File: config.mk
export PLATFORM = sky130hd
export DESIGN_NAME = sio_reg_unit
export DESIGN_NICKNAME = d
export VERILOG_FILES = /design/src/rtl/sio_pkg.sv /design/src/rtl/sio_byte_fifo.sv /design/src/rtl/sio_err_flags.sv /design/src/rtl/sio_irq_gen.sv /design/src/rtl/sio_reg_unit.sv
export SDC_FILE = /design/constraint.sdc
export NUM_CORES = 1
export LEC_CHECK = 0
export BUFFER_PORTS_ARGS = -buffer_cell sky130_fd_sc_hd__buf_2
export CORE_ASPECT_RATIO = 1.5
export CORE_MARGIN = 2
export CORE_UTILIZATION = 35
export DETAILED_ROUTE_END_ITERATION = 12
export PLACE_DENSITY = 0.53
export SYNTH_ARGS = -nofsm -noshare
export SYNTH_HDL_FRONTEND = slang
export SYNTH_SLANG_ARGS = --single-unit
File: constraint.sdc
create_clock -name clk -period 5.05 [get_ports clk]
set_input_delay 1.01 -clock clk [delete_from_list [all_inputs] [get_ports clk]]
set_output_delay 1.01 -clock clk [all_outputs]
set_load 0.01 [all_outputs]
File: src/rtl/sio_pkg.sv
package sio_pkg;

  localparam logic [4:0] OFS_DATA = 5'h00;
  localparam logic [4:0] OFS_STAT = 5'h04;
  localparam logic [4:0] OFS_CTRL = 5'h08;
  localparam logic [4:0] OFS_SCAL = 5'h0C;
  localparam logic [4:0] OFS_DBG  = 5'h10;

  localparam int CTRL_W = 15;

  // Bit positions are software-visible; field i of the word is bit i.
  typedef struct packed {
    logic irq_txidle_en;   // 14
    logic irq_delay_en;    // 13 (stored only)
    logic irq_break_en;    // 12
    logic dbg_mode;        // 11
    logic irq_rxlvl_en;    // 10
    logic irq_txlvl_en;    // 9
    logic ext_clk;         // 8
    logic loopback;        // 7
    logic flow_en;         // 6
    logic par_en;          // 5
    logic par_odd;         // 4
    logic irq_txempty_en;  // 3
    logic irq_rx_en;       // 2
    logic tx_en;           // 1
    logic rx_en;           // 0
  } sio_ctrl_t;

  typedef struct packed {
    logic brk;
    logic ovr;
    logic par;
    logic frm;
  } sio_err_t;

endpackage

File: src/rtl/sio_byte_fifo.sv
module sio_byte_fifo #(
  parameter int DEPTH = 8,
  parameter int W     = 8,
  localparam int AW   = (DEPTH > 1) ? $clog2(DEPTH) : 1,
  localparam int CW   = $clog2(DEPTH + 1)
) (
  input  logic          clk,
  input  logic          rst_n,
  input  logic          push,
  input  logic [W-1:0]  din,
  input  logic          pop,
  output logic [W-1:0]  dout,
  output logic          empty,
  output logic          full,
  output logic [CW-1:0] count
);

  logic [W-1:0]  mem [DEPTH];
  logic [AW-1:0] wp_q, rp_q;
  logic [CW-1:0] cnt_q;
  logic          wr_ok, rd_ok;

  function automatic logic [AW-1:0] bump(input logic [AW-1:0] p);
    return (p == AW'(DEPTH - 1)) ? '0 : p + 1'b1;
  endfunction

  assign empty = (cnt_q == '0);
  assign full  = (cnt_q == CW'(DEPTH));
  assign count = cnt_q;
  assign wr_ok = push && !full;
  assign rd_ok = pop && !empty;
  assign dout  = mem[rp_q];

  always_ff @(posedge clk) begin
    if (wr_ok) mem[wp_q] <= din;
  end

  always_ff @(posedge clk) begin
    if (!rst_n) begin
      wp_q  <= '0;
      rp_q  <= '0;
      cnt_q <= '0;
    end else begin
      if (wr_ok) wp_q <= bump(wp_q);
      if (rd_ok) rp_q <= bump(rp_q);
      case ({wr_ok, rd_ok})
        2'b10:   cnt_q <= cnt_q + 1'b1;
        2'b01:   cnt_q <= cnt_q - 1'b1;
        default: cnt_q <= cnt_q;
      endcase
    end
  end

  assert_fifo_push_R2: assert property (@(posedge clk) disable iff (!rst_n)
    (push && !full && !pop) |=> (count == $past(count) + 1'b1));

  assert_fifo_empty_pop_R4: assert property (@(posedge clk) disable iff (!rst_n)
    (pop && empty && !push) |=> empty);

endmodule

File: src/rtl/sio_err_flags.sv
module sio_err_flags
  import sio_pkg::*;
(
  input  logic     clk,
  input  logic     rst_n,
  input  sio_err_t set,
  input  logic     clr_wr,
  input  sio_err_t keep,
  output sio_err_t flags
);

  sio_err_t flags_q;

  always_ff @(posedge clk) begin
    if (!rst_n) flags_q <= '0;
    else        flags_q <= (clr_wr ? (flags_q & keep) : flags_q) | set;
  end

  assign flags = flags_q;

  assert_err_hold_R7: assert property (@(posedge clk) disable iff (!rst_n)
    (!clr_wr && set == '0) |=> (flags == $past(flags)));

  assert_err_clear_R7: assert property (@(posedge clk) disable iff (!rst_n)
    (clr_wr && keep == '0 && set == '0) |=> (flags == '0));

endmodule

File: src/rtl/sio_irq_gen.sv
module sio_irq_gen
  import sio_pkg::*;
(
  input  logic      clk,
  input  logic      rst_n,
  input  sio_ctrl_t ctrl,
  input  logic      rx_avail,
  input  logic      rx_half,
  input  logic      tx_half,
  input  logic      tx_empty,
  input  logic      tx_done,
  input  logic      brk,
  output logic      irq
);

  logic tx_empty_d, tx_done_d, brk_d;
  logic lvl, ti_p, si_p, bi_p;

  always_ff @(posedge clk) begin
    if (!rst_n) begin
      tx_empty_d <= 1'b1;
      tx_done_d  <= 1'b1;
      brk_d      <= 1'b0;
    end else begin
      tx_empty_d <= tx_empty;
      tx_done_d  <= tx_done;
      brk_d      <= brk;
    end
  end

  assign lvl  = (ctrl.irq_rx_en    && rx_avail)
             || (ctrl.irq_rxlvl_en && rx_half)
             || (ctrl.irq_txlvl_en && tx_half);
  assign ti_p = ctrl.irq_txempty_en && tx_empty && !tx_empty_d;
  assign si_p = ctrl.irq_txidle_en  && tx_done  && !tx_done_d;
  assign bi_p = ctrl.irq_break_en   && brk_d;
  assign irq  = lvl || ti_p || si_p || bi_p;

  assert_rx_lvl_R8: assert property (@(posedge clk) disable iff (!rst_n)
    (ctrl.irq_rx_en && rx_avail) |-> irq);

  assert_tx_lvl_R9: assert property (@(posedge clk) disable iff (!rst_n)
    (ctrl.irq_txlvl_en && tx_half) |-> irq);

  assert_ti_edge_R10: assert property (@(posedge clk) disable iff (!rst_n)
    (!tx_empty) ##1 (tx_empty && ctrl.irq_txempty_en) |-> irq);

  assert_brk_pulse_R11: assert property (@(posedge clk) disable iff (!rst_n)
    brk ##1 ctrl.irq_break_en |-> irq);

endmodule

File: src/rtl/sio_reg_unit.sv
module sio_reg_unit
  import sio_pkg::*;
#(
  parameter bit USE_FIFO = 1'b1,
  parameter int DEPTH    = 8,
  parameter int ADDR_W   = 5,
  parameter int SCALER_W = 12
) (
  input  logic                clk,
  input  logic                rst_n,
  input  logic                psel,
  input  logic                penable,
  input  logic                pwrite,
  input  logic [ADDR_W-1:0]   paddr,
  input  logic [31:0]         pwdata,
  output logic [31:0]         prdata,
  output logic                tx_valid,
  input  logic                tx_ready,
  output logic [7:0]          tx_data,
  input  logic                tx_idle,
  input  logic                rx_valid,
  input  logic [7:0]          rx_data,
  input  logic                rx_frame_err,
  input  logic                rx_parity_err,
  input  logic                rx_break,
  output logic                cfg_rx_en,
  output logic                cfg_tx_en,
  output logic                cfg_par_en,
  output logic                cfg_par_odd,
  output logic                cfg_flow_en,
  output logic                cfg_loopback,
  output logic                cfg_ext_clk,
  output logic [SCALER_W-1:0] cfg_scaler,
  output logic                irq
);

  localparam int FD   = USE_FIFO ? DEPTH : 1;
  localparam int CW   = $clog2(FD + 1);
  localparam int TH_T = FD / 2;
  localparam int RH_T = (FD + 1) / 2;

  sio_ctrl_t             ctrl_q;
  logic [SCALER_W-1:0]   scal_q;
  logic                  wr_acc, rd_acc;
  logic                  sel_data, sel_stat, sel_ctrl, sel_scal, sel_dbg;
  logic                  tx_push, tx_pop, tx_empty, tx_full;
  logic                  rx_push, rx_pop, rx_empty, rx_full;
  logic [7:0]            tx_head, rx_head, rx_din;
  logic [CW-1:0]         tx_cnt, rx_cnt;
  logic                  tx_half, rx_half, tx_done;
  sio_err_t              err_q, err_set, err_keep;
  logic [31:0]           stat_w;
  logic                  unused_wbits;

  function automatic logic [5:0] sat6(input logic [CW-1:0] v);
    logic [31:0] w;
    w = 32'(v);
    return (w > 32'd63) ? 6'd63 : w[5:0];
  endfunction

  // Bus decode
  assign wr_acc   = psel && penable && pwrite;
  assign rd_acc   = psel && penable && !pwrite;
  assign sel_data = (paddr == ADDR_W'(OFS_DATA));
  assign sel_stat = (paddr == ADDR_W'(OFS_STAT));
  assign sel_ctrl = (paddr == ADDR_W'(OFS_CTRL));
  assign sel_scal = (paddr == ADDR_W'(OFS_SCAL));
  assign sel_dbg  = (paddr == ADDR_W'(OFS_DBG));
  assign unused_wbits = ^pwdata[31:CTRL_W];

  always_ff @(posedge clk) begin
    if (!rst_n) begin
      ctrl_q <= '0;
      scal_q <= '0;
    end else begin
      if (wr_acc && sel_ctrl) ctrl_q <= sio_ctrl_t'(pwdata[CTRL_W-1:0]);
      if (wr_acc && sel_scal) scal_q <= pwdata[SCALER_W-1:0];
    end
  end

  // Transmit path
  assign tx_push  = wr_acc && sel_data;
  assign tx_valid = !tx_empty && ctrl_q.tx_en && !ctrl_q.dbg_mode;
  assign tx_data  = tx_head;
  assign tx_pop   = (tx_valid && tx_ready)
                 || (rd_acc && sel_dbg && ctrl_q.dbg_mode);

  sio_byte_fifo #(.DEPTH(FD), .W(8)) u_txq (
    .clk   (clk),
    .rst_n (rst_n),
    .push  (tx_push),
    .din   (pwdata[7:0]),
    .pop   (tx_pop),
    .dout  (tx_head),
    .empty (tx_empty),
    .full  (tx_full),
    .count (tx_cnt)
  );

  // Receive path: debug mode swaps the engine for bus writes to the debug offset
  assign rx_push = ctrl_q.dbg_mode ? (wr_acc && sel_dbg) : (rx_valid && ctrl_q.rx_en);
  assign rx_din  = ctrl_q.dbg_mode ? pwdata[7:0] : rx_data;
  assign rx_pop  = rd_acc && sel_data;

  sio_byte_fifo #(.DEPTH(FD), .W(8)) u_rxq (
    .clk   (clk),
    .rst_n (rst_n),
    .push  (rx_push),
    .din   (rx_din),
    .pop   (rx_pop),
    .dout  (rx_head),
    .empty (rx_empty),
    .full  (rx_full),
    .count (rx_cnt)
  );

  // Error flags
  assign err_set  = '{brk: rx_break, ovr: rx_push && rx_full,
                      par: rx_parity_err, frm: rx_frame_err};
  assign err_keep = '{brk: pwdata[3], ovr: pwdata[4], par: pwdata[5], frm: pwdata[6]};

  sio_err_flags u_err (
    .clk    (clk),
    .rst_n  (rst_n),
    .set    (err_set),
    .clr_wr (wr_acc && sel_stat),
    .keep   (err_keep),
    .flags  (err_q)
  );

  // Status composition
  assign tx_half = (tx_cnt <= CW'(TH_T));
  assign rx_half = (rx_cnt >= CW'(RH_T));
  assign tx_done = tx_empty && tx_idle;

  always_comb begin
    stat_w        = '0;
    stat_w[0]     = !rx_empty;
    stat_w[1]     = tx_done;
    stat_w[2]     = tx_empty;
    stat_w[3]     = err_q.brk;
    stat_w[4]     = err_q.ovr;
    stat_w[5]     = err_q.par;
    stat_w[6]     = err_q.frm;
    stat_w[7]     = tx_half;
    stat_w[8]     = rx_half;
    stat_w[9]     = tx_full;
    stat_w[10]    = rx_full;
    stat_w[25:20] = sat6(tx_cnt);
    stat_w[31:26] = sat6(rx_cnt);
  end

  always_comb begin
    prdata = '0;
    if (sel_data)      prdata = rx_empty ? 32'd0 : {24'd0, rx_head};
    else if (sel_stat) prdata = stat_w;
    else if (sel_ctrl) prdata = {USE_FIFO, {(31 - CTRL_W){1'b0}}, ctrl_q};
    else if (sel_scal) prdata = 32'(scal_q);
    else if (sel_dbg)  prdata = (ctrl_q.dbg_mode && !tx_empty) ? {24'd0, tx_head} : 32'd0;
  end

  // Interrupts
  sio_irq_gen u_irq (
    .clk      (clk),
    .rst_n    (rst_n),
    .ctrl     (ctrl_q),
    .rx_avail (!rx_empty),
    .rx_half  (rx_half),
    .tx_half  (tx_half),
    .tx_empty (tx_empty),
    .tx_done  (tx_done),
    .brk      (rx_break),
    .irq      (irq)
  );

  // Configuration pins
  assign cfg_rx_en    = ctrl_q.rx_en;
  assign cfg_tx_en    = ctrl_q.tx_en;
  assign cfg_par_en   = ctrl_q.par_en;
  assign cfg_par_odd  = ctrl_q.par_odd;
  assign cfg_flow_en  = ctrl_q.flow_en;
  assign cfg_loopback = ctrl_q.loopback;
  assign cfg_ext_clk  = ctrl_q.ext_clk;
  assign cfg_scaler   = scal_q;

  assert_tx_hold_R2: assert property (@(posedge clk) disable iff (!rst_n)
    (tx_valid && !tx_ready && !(wr_acc && sel_ctrl)) |=> (tx_valid && $stable(tx_data)));

  assert_re_off_R5: assert property (@(posedge clk) disable iff (!rst_n)
    (!ctrl_q.rx_en && !ctrl_q.dbg_mode && !rx_pop) |=> (rx_cnt == $past(rx_cnt)));

  assert_ovr_set_R6: assert property (@(posedge clk) disable iff (!rst_n)
    (rx_push && rx_full) |=> (err_q.ovr && (rx_cnt == $past(rx_cnt) - CW'(rx_pop))));

  assert_cfg_follow_R13: assert property (@(posedge clk) disable iff (!rst_n)
    (wr_acc && sel_ctrl) |=> (cfg_par_en == $past(pwdata[5])));

endmodule

==> results_dict.tcl, run 1 <==
set metrics [dict create \
    comb_power_share 0.026 \
    ant_nets 0 \
    diodes 0 \
    die_w_um 129 \
    grt_antenna_before_repair 0 \
    start_util 0.354 \
    fmax_mhz 255 \
    finalCritPeriodShare 0.777 \
    synth_top_area_frac 0.472 \
    power_density_nw_per_um2 318 \
    cp.arrival_ns 2.91 \
    clkTransAtPathRegs_ns 0.07 \
    crit_path_start_kind "register" \
    clock_latency_ns 0.43 \
    synth.area.mux_share 0.156 \
    cp_max_fo 8 \
    path_class "reg -> out" \
    grt_pass1_wl_um 31100 \
    ys_ff_latch 188 \
    grt_pass1_vias 5185 \
    r2r_slack_ns 2.15 \
    die-area_um2 24500 \
    pwr-share-seq 0.546 \
    drt_iter0_drc 447 \
    dp_hpwl_um 14800 \
    min_path_type "reg -> reg" \
    hold_viol_final 0 \
    clock_path_buffers 2 \
    wirelength_um 20800 \
    io_pins 117 \
    grt_overflow_total 0 \
    yosys.area_share.simple 0.104 \
    grt_setup_unrepaired "no" \
    wl_per_cell_um 21.6 \
    required_ns 4.04 \
    yosysSeqAreaShare 0.620 \
    fin_skew_ns 0.00850 \
    multiInputGateArea_um2 2900 \
    grt_max_degree 30 \
    cp-endpoint "prdata[2]" \
    internal_power_mw 2.32 \
    gp_congestion 0.780 \
    synth_area_leaders "edfxtp_1, dfxtp_1, mux4_2" \
    vias 5138 \
    finalPower_mw 3.01 \
    p_leak_nw 3.43 \
    via_per_inst 5.33 \
    rr_startpoint "u_txq.count[0]" \
    syn_area_per_cell_um2 14.0 \
    regArea_um2 5040 \
    ys.flop_type "edfxtp_1" \
    cts_tree "yes" \
    die_h_um 191 \
    synth_top_family_by_area "multiplexers" \
    ir_drop_uv 254 \
    synth_adder_area_share 0.0215 \
    cp-end-kind "output pin" \
    reg2regPathDepth 9 \
    r2r-end "u_txq.count[2]" \
    layout-drive-gt1-share 0.306 \
    timing.final.crit_period_ns 3.92 \
    nFillCells 2154 \
    firstDrtPassIters 5 \
    slew_viol_final 0 \
    cts_buffers 17 \
    setup_violations 0 \
    synth_commonest_cells "edfxtp_1, dfxtp_1, nand2_1" \
    worst_slew_pin_slew_ns 1.13 \
    grt.total_usage 0.174 \
    synth-edff-count 128 \
    row_count 68 \
    areaGrowthSynthToFinish_pct 16.4 \
    io_buffers 91 \
    ys.warnings.count 0 \
    cts_root_buf "clkbuf_16" \
    post_cts_buffers 0 \
    clkPwrFrac 0.429 \
    fin_setup_tns_ns 0 \
    max-slew-margin-rel 0.248 \
    synth_xor_area_frac 0.00646 \
    synthArstFlopShare 0 \
    fp.coreArea_um2 23000 \
    p_sw_frac 0.229 \
    cts_sinks 188 \
    drc 0 \
    synth.distinct_cells 52 \
    netlist_area_um2 8140 \
    min_path_cells 2 \
    synth.most_common_cell "edfxtp_1" \
    syn_inst 580 \
    yosysTopAreaCell "edfxtp_1" \
    p_sw_mw 0.691 \
    status "completed" \
    hold_buffers 0 \
    max_cap_violations 0 \
    h-tree-depth 4 \
    nets 741 \
    cts_resized 0 \
    synth_compound_area_frac 0.0624 \
]
-- worst max-delay path: stages (launching register included) --
cell     delay, ns
dfxtp_1       0.68
buf_4         0.32
mux4_2        0.53
mux2_2        0.31
a22o_1        0.21
a221o_1       0.26
buf_2         0.15
-- state kept, by name (all words and copies together) (netlist names), 3 cells and up, named ones only --
signal / flops
ctrl_q: 8
u_rxq.count: 4
u_txq.mem: 64
u_txq.count: 4
u_err.flags: 4
u_rxq.wp_q: 3
cfg_scaler: 12
u_txq.rp_q: 3
u_rxq.rp_q: 3
u_rxq.mem: 64
u_txq.wp_q: 3
-- through the flow --
stage | area [um^2] | setup slack (ns) | hold slack [ns] | cells | utilization
final | 9470 | 1.13 | 0.473 | 964 | 0.412
after global routing | 9470 | 0.975 | 0.495 | 964 | 0.412
after CTS | 9470 | 1.05 | 0.472 | 964 | 0.412
after detailed placement | 8900 | 0.923 | 0.461 | 932 | 0.387
after global placement | 8900 | 0.993 | 0.454 | 932 | 0.387
after floorplan | 8160 | 1.63 | 0.450 | 587 | -
-- power groups by stage --
stage               Sequential, mW  Combinational, mW  Clock (mW)
floorplan                     1.68             0.0369           0
global placement              1.68             0.0753           0
detailed placement            1.68             0.0775           0
CTS                           1.64             0.0775        1.32
global route                  1.64             0.0852        1.37
finish                        1.64             0.0773        1.29
-- layout by cell type, fill, tap and decap left out, types with 7 or more instances in the layout --
cell type	n
mux4_2	32
o21ai_0	15
nor2_1	37
and3_1	11
a22oi_1	13
buf_2	91
edfxtp_1	128
a21oi_1	29
a22o_1	10
clkbuf_16	17
mux2i_1	27
ha_1	14
mux2_2	25
dfxtp_1	60
conb_1	8
nor3_1	7
nand3_1	8
buf_4	16
nand2_1	47
-- layout make-up --
cell class                      count  share of cell area
Inverter                            6             0.00238
Multi-Input combinational cell    351               0.307
Tap cell                          280              0.0370
Clock buffer                       17              0.0449
Timing Repair Buffer              107              0.0608
Sequential cell                   188               0.533
Clock inverter                     15              0.0158
-- how the worst min path moves through the flow --
stage | startpoint | end | slack, ns
5_1_grt | cfg_scaler[0] | cfg_scaler[0] | 0.49
3_3_place_gp | cfg_scaler[11] | cfg_scaler[11] | 0.45
3_5_place_dp | cfg_scaler[7] | cfg_scaler[7] | 0.46
2_1_floorplan | u_rxq.rp_q[1] | register | 0.45
4_1_cts | cfg_scaler[7] | cfg_scaler[7] | 0.47
6_report | cfg_scaler[7] | cfg_scaler[7] | 0.47
-- layer usage --
layer,GRT usage,share of wire,wire [um]
met2,0.313,0.54,11200
met1,0.212,0.41,8450
met5,0,0,0
met4,0.0510,0.015,314
met3,0.0309,0.039,815
-- cell families after synthesis --
group / count (synthesis)
xor gates and xnor gates: 6
AOI/OAI and AO/OA: 79
and+or+nand+nor: 160
DFF: 188
other: 1
buffers and inverters: 48
muxes: 84
adders and majority gates: 14
No activity file was read; power rests on OpenSTA's default activity.
==> inputs of run 2 (changes only) <==
- clock period: 5.05 -> 3.68 ns (I/O delays scaled with it)
==> run 2 against run 1 <==
  * Die area unchanged
  * Non-clock buffer count grew 19
  * Cell area grew 1.3%
  * Core utilization rose by 0.52 points
  * Register-to-register slack got worse by 1.2 ns
  * Count of clock-buffer cells in the layout unchanged
  * Sequential share of layout area shrank 0.66 points
  * Largest power group unchanged
  * Clock power up 35%
  * Critical endpoint is now prdata[6]
  * Highest routed layer unchanged
  * Worst hold slack worse by 0.0049 ns
  * Power increased by 36%
  * Clock skew increased by 0.0033 ns
==> results_dict.tcl, run 2 (same netlist as run 1, synthesis figures left out) <==
set metrics [dict create \
    fp.coreArea_um2 23000 \
    nets 760 \
    p_leak_nw 3.53 \
    io_pins 117 \
    via_per_inst 5.33 \
    finalCritPeriodShare 0.936 \
    nFillCells 2160 \
    cts_resized 0 \
    fin_skew_ns 0.0118 \
    vias 5244 \
    path_class "reg -> out" \
    clkTransAtPathRegs_ns 0.07 \
    pwr-share-seq 0.550 \
    cts_tree "yes" \
    h-tree-depth 4 \
    fin_setup_tns_ns 0 \
    finalPower_mw 4.11 \
    start_util 0.354 \
    p_sw_mw 0.928 \
    layout-drive-gt1-share 0.323 \
    hold_buffers 0 \
    power_density_nw_per_um2 428 \
    grt.total_usage 0.179 \
    die_w_um 129 \
    max_cap_violations 0 \
    final_common_cell "edfxtp_1" \
    status "completed" \
    cp_max_fo 10 \
    drc 0 \
    wl_per_cell_um 21.5 \
    internal_power_mw 3.18 \
    cts_root_buf "clkbuf_16" \
    hold_viol_final 0 \
    cts_sinks 188 \
    setup_violations 0 \
    layout_common_cells "edfxtp_1, buf_2, dfxtp_1, nand2_1, nor2_1" \
    crit_path_start_kind "register" \
    r2r_slack_ns 0.92 \
    wirelength_um 21200 \
    firstDrtPassIters 4 \
    pre_cts_slack_ns 0.446 \
    slew_viol_final 0 \
    timing.final.crit_period_ns 3.44 \
    die-area_um2 24500 \
    critPathSlowestCell "dfxtp_1" \
    dp_hpwl_um 15300 \
    grt_pass1_vias 5499 \
    worst_slew_pin_slew_ns 0.811 \
    io_buffers 91 \
    diodes 0 \
    gp_congestion 0.818 \
    required_ns 2.94 \
    max-slew-margin-rel 0.459 \
    cts_buffers 17 \
    comb_power_share 0.026 \
    clock_path_buffers 2 \
    cp-end-kind "output pin" \
    grt_overflow_total 0 \
    ant_nets 0 \
    clock_latency_ns 0.43 \
    drt_iter0_drc 360 \
    grt_antenna_before_repair 0 \
    min_path_type "reg -> reg" \
    grt_setup_unrepaired "no" \
    fmax_mhz 290 \
    p_sw_frac 0.226 \
    row_count 68 \
    ir_drop_uv 332 \
    cp_cell_sequence "buf_4 -> mux4_2 -> mux2_2 -> a22oi_1 -> nand2_1 -> buf_2" \
    grt_max_degree 28 \
    grt_pass1_wl_um 32100 \
    post_cts_buffers 0 \
    die_h_um 191 \
    cp.arrival_ns 2.71 \
    critPathMaxStageDelay_ns 0.61 \
    fin_ws_ns 0.235 \
    clkPwrFrac 0.424 \
    areaGrowthSynthToFinish_pct 17.9 \
]
## run 2: cell types whose count changed in the layout (fill, tap and decap cells not counted), moves of 2 or more
| cell | delta |
|---|---|
| buf_4 | +19 |
| clkinv_2 | +2 |
| clkinv_4 | +2 |
| clkinv_8 | -2 |
| inv_6 | -2 |
## run 2: worst paths after layout
check                 start             end  depth (start not counted)
max reg2reg  u_txq.count[3]  u_txq.count[2]                          9
min reg2reg  cfg_scaler[11]  cfg_scaler[11]                          2
max                register       prdata[6]                          6
min          cfg_scaler[11]  cfg_scaler[11]                          2
## run 2: per-stage QoR
stage	utilization	area (um^2)	hold WS [ns]	std cells
final	0.418	9590	0.469	983
after floorplan	-	8160	0.450	587
after global placement	0.393	9030	0.454	951
after detailed placement	0.393	9030	0.457	951
after CTS	0.418	9590	0.466	983
after global routing	0.418	9590	0.485	983
## run 2: routing by layer
| layer | track usage | vias to the layer above | part of all wire |
|---|---|---|---|
| met2 | 0.321 | 108 | 0.54 |
| met4 | 0.0803 | 0 | 0.027 |
| met1 | 0.208 | 2679 | 0.40 |
| met3 | 0.0303 | 32 | 0.027 |
| met5 | 0 | - | 0 |
| li1 | - | 2425 | - |
## run 2: critical path: cells and delay by family, from the launching register on
family	cells	cell delay, ns
mux	2	0.87
buf+inv	2	0.50
simple gates	1	0.11
flops	1	0.61
compound gates	1	0.19
## run 2: cell type report
type                       count  area, um^2  share of cell area
clock inverter                15         131              0.0137
tap                          280         350              0.0365
clock buffer                  17         425              0.0444
timing repair buffer         126         718              0.0749
sequential                   188        5040               0.526
multi-input combinational    351        2900               0.302
inverter                       6        22.5             0.00235
## run 2: power groups by stage
stage / registers, mW / logic (mW) / clock network [mW]
2_1_floorplan: 2.30 / 0.0507 / 0
3_5_place_dp: 2.30 / 0.108 / 0
5_1_grt: 2.26 / 0.118 / 1.86
4_1_cts: 2.26 / 0.108 / 1.79
3_3_place_gp: 2.30 / 0.105 / 0
6_report: 2.26 / 0.108 / 1.74
==> inputs of run 3 (changes only) <==
- CORE_UTILIZATION: 35 -> 57
- PLACE_DENSITY: 0.53 -> 0.8
==> run 3 against run 2 <==
  * Non-clock buffer count decreased by 1
  * Sequential power about the same
  * Combinational power is 4% lower
  * Largest power group unchanged
  * Setup slack got worse by 0.051 ns
  * Worst hold slack improved by 0.0028 ns
  * Cell area is 0.98% lower
  * Via count grew 3.0%
  * Power rose by 1.6%
  * Global-route usage is 7.8 points higher
  * First-iteration DRC count up 13%
  * Sequential share of layout area rose by 0.52 points
==> results_dict.tcl, run 3 (same netlist as run 1, synthesis figures left out) <==
set metrics [dict create \
    hold_buffers 0 \
    grt_overflow_total 0 \
    grt_antenna_before_repair 0 \
    row_count 53 \
    start_util 0.582 \
    die-area_um2 15300 \
    diodes 0 \
    nets 759 \
    cp_max_fo 10 \
    gp_congestion 0.869 \
    hold_viol_final 0 \
    clkTransAtPathRegs_ns 0.07 \
    crit_path_start_kind "register" \
    min_path_type "reg -> reg" \
    wl_per_cell_um 21.4 \
    comb_power_share 0.025 \
    grt.total_usage 0.257 \
    pre_cts_slack_ns 0.355 \
    pwr-share-seq 0.541 \
    worst-path-buf-inv 2 \
    worst_slew_pin_slew_ns 0.720 \
    slew_viol_final 0 \
    dp_hpwl_um 13600 \
    drc 0 \
    clock_path_buffers 2 \
    grt_setup_unrepaired "no" \
    vias 5402 \
    ir_drop_uv 304 \
    io_buffers 91 \
    cts_resized 0 \
    fmax_mhz 286 \
    post_cts_buffers 0 \
    die_h_um 150 \
    via_per_inst 6.04 \
    status "completed" \
    power_density_nw_per_um2 439 \
    firstDrtPassIters 5 \
    drt_iter0_drc 405 \
    layout_common_cells "edfxtp_1, buf_2, dfxtp_1, nand2_1, nor2_1" \
    path_class "reg -> out" \
    crit_family "multiplexers" \
    internal_power_mw 3.26 \
    ant_nets 0 \
    cts_buffers 17 \
    cts_tree "yes" \
    clock_latency_ns 0.42 \
    finalCritPeriodShare 0.950 \
    wirelength_um 19100 \
    fin_skew_ns 0.00877 \
    grt_pass1_wl_um 29000 \
    h-tree-depth 4 \
    fin_ws_ns 0.184 \
    layout-drive-gt1-share 0.318 \
    io_pins 117 \
    final_util 0.679 \
    critPathMaxStageDelay_ns 0.79 \
    setup_violations 0 \
    max-slew-margin-rel 0.519 \
    areaGrowthSynthToFinish_pct 16.7 \
    fp.coreArea_um2 14000 \
    p_sw_mw 0.910 \
    cts_sinks 188 \
    clkPwrFrac 0.434 \
    required_ns 2.94 \
    p_leak_nw 3.53 \
    cts_root_buf "clkbuf_16" \
    p_sw_frac 0.218 \
    cp_cell_sequence "buf_4 -> mux4_2 -> mux2_2 -> a22oi_1 -> nand2_1 -> buf_2" \
    timing.final.crit_period_ns 3.50 \
    cp.arrival_ns 2.76 \
    cp-end-kind "output pin" \
    fin_setup_tns_ns 0 \
    die_w_um 102 \
    max_cap_violations 0 \
    grt_max_degree 45 \
    final_common_cell "edfxtp_1" \
    grt_pass1_vias 5407 \
    critPathSlowestCell "dfxtp_1" \
]
-- run 3: cell types whose count changed in the layout (fill, tap and decap cells not counted), moves of 2 or more --
cell / delta
nor4b_1: +2
inv_6: +2
clkinv_2: -3
clkinv_4: -4
nor4b_2: -2
-- run 3: area by class of cell --
cell class,count,area (um^2)
Clock buffer,18,429
Clock inverter,14,164
Fill cell,973,4490
Inverter,6,22.5
Multi-Input combinational cell,351,2890
Sequential cell,188,5040
Tap cell,192,240
Timing Repair Buffer,125,711
-- run 3: stage by stage --
step,cells,power [mW],hold WS (ns),area (um^2)
5_1_grt,894,4.27,0.500,9500
2_1_floorplan,587,2.36,0.450,8160
3_3_place_gp,862,2.40,0.459,8900
3_5_place_dp,862,2.41,0.464,8900
6_report,894,4.17,0.471,9500
4_1_cts,894,4.19,0.472,9500
-- run 3: final timing paths --
kind                                startpoint             end  slack (ns)  cells past startpoint
worst max-delay path                  register       prdata[6]        0.18                      6
worst min-delay path             cfg_scaler[1]   cfg_scaler[1]        0.47                      2
worst max register to register  u_txq.count[0]  u_txq.count[2]        0.91                      9
worst min register to register   cfg_scaler[1]   cfg_scaler[1]        0.47                      2
-- run 3: tightest hold or removal path: cells and delay by family (launching register included) --
family	cells	cell delay [ns]
DFF	1	0.32
and+or+nand+nor	1	0.06
AOI/OAI and AO/OA	1	0.05
-- run 3: layer usage --
| layer | global-route usage | up-vias | routed length (um) |
|---|---|---|---|
| met3 | 0.0460 | 48 | 1150 |
| li1 | - | 2417 | - |
| met1 | 0.306 | 2678 | 6950 |
| met2 | 0.456 | 259 | 10400 |
| met5 | 0 | - | 0 |
| met4 | 0.103 | 0 | 606 |
-- run 3: power groups by stage --
stage,clock (mW),sequential [mW],combinational (mW)
after global placement,0,2.30,0.0975
after global routing,1.90,2.26,0.112
after floorplan,0,2.30,0.0507
after CTS,1.83,2.26,0.102
final,1.81,2.26,0.104
after detailed placement,0,2.30,0.102
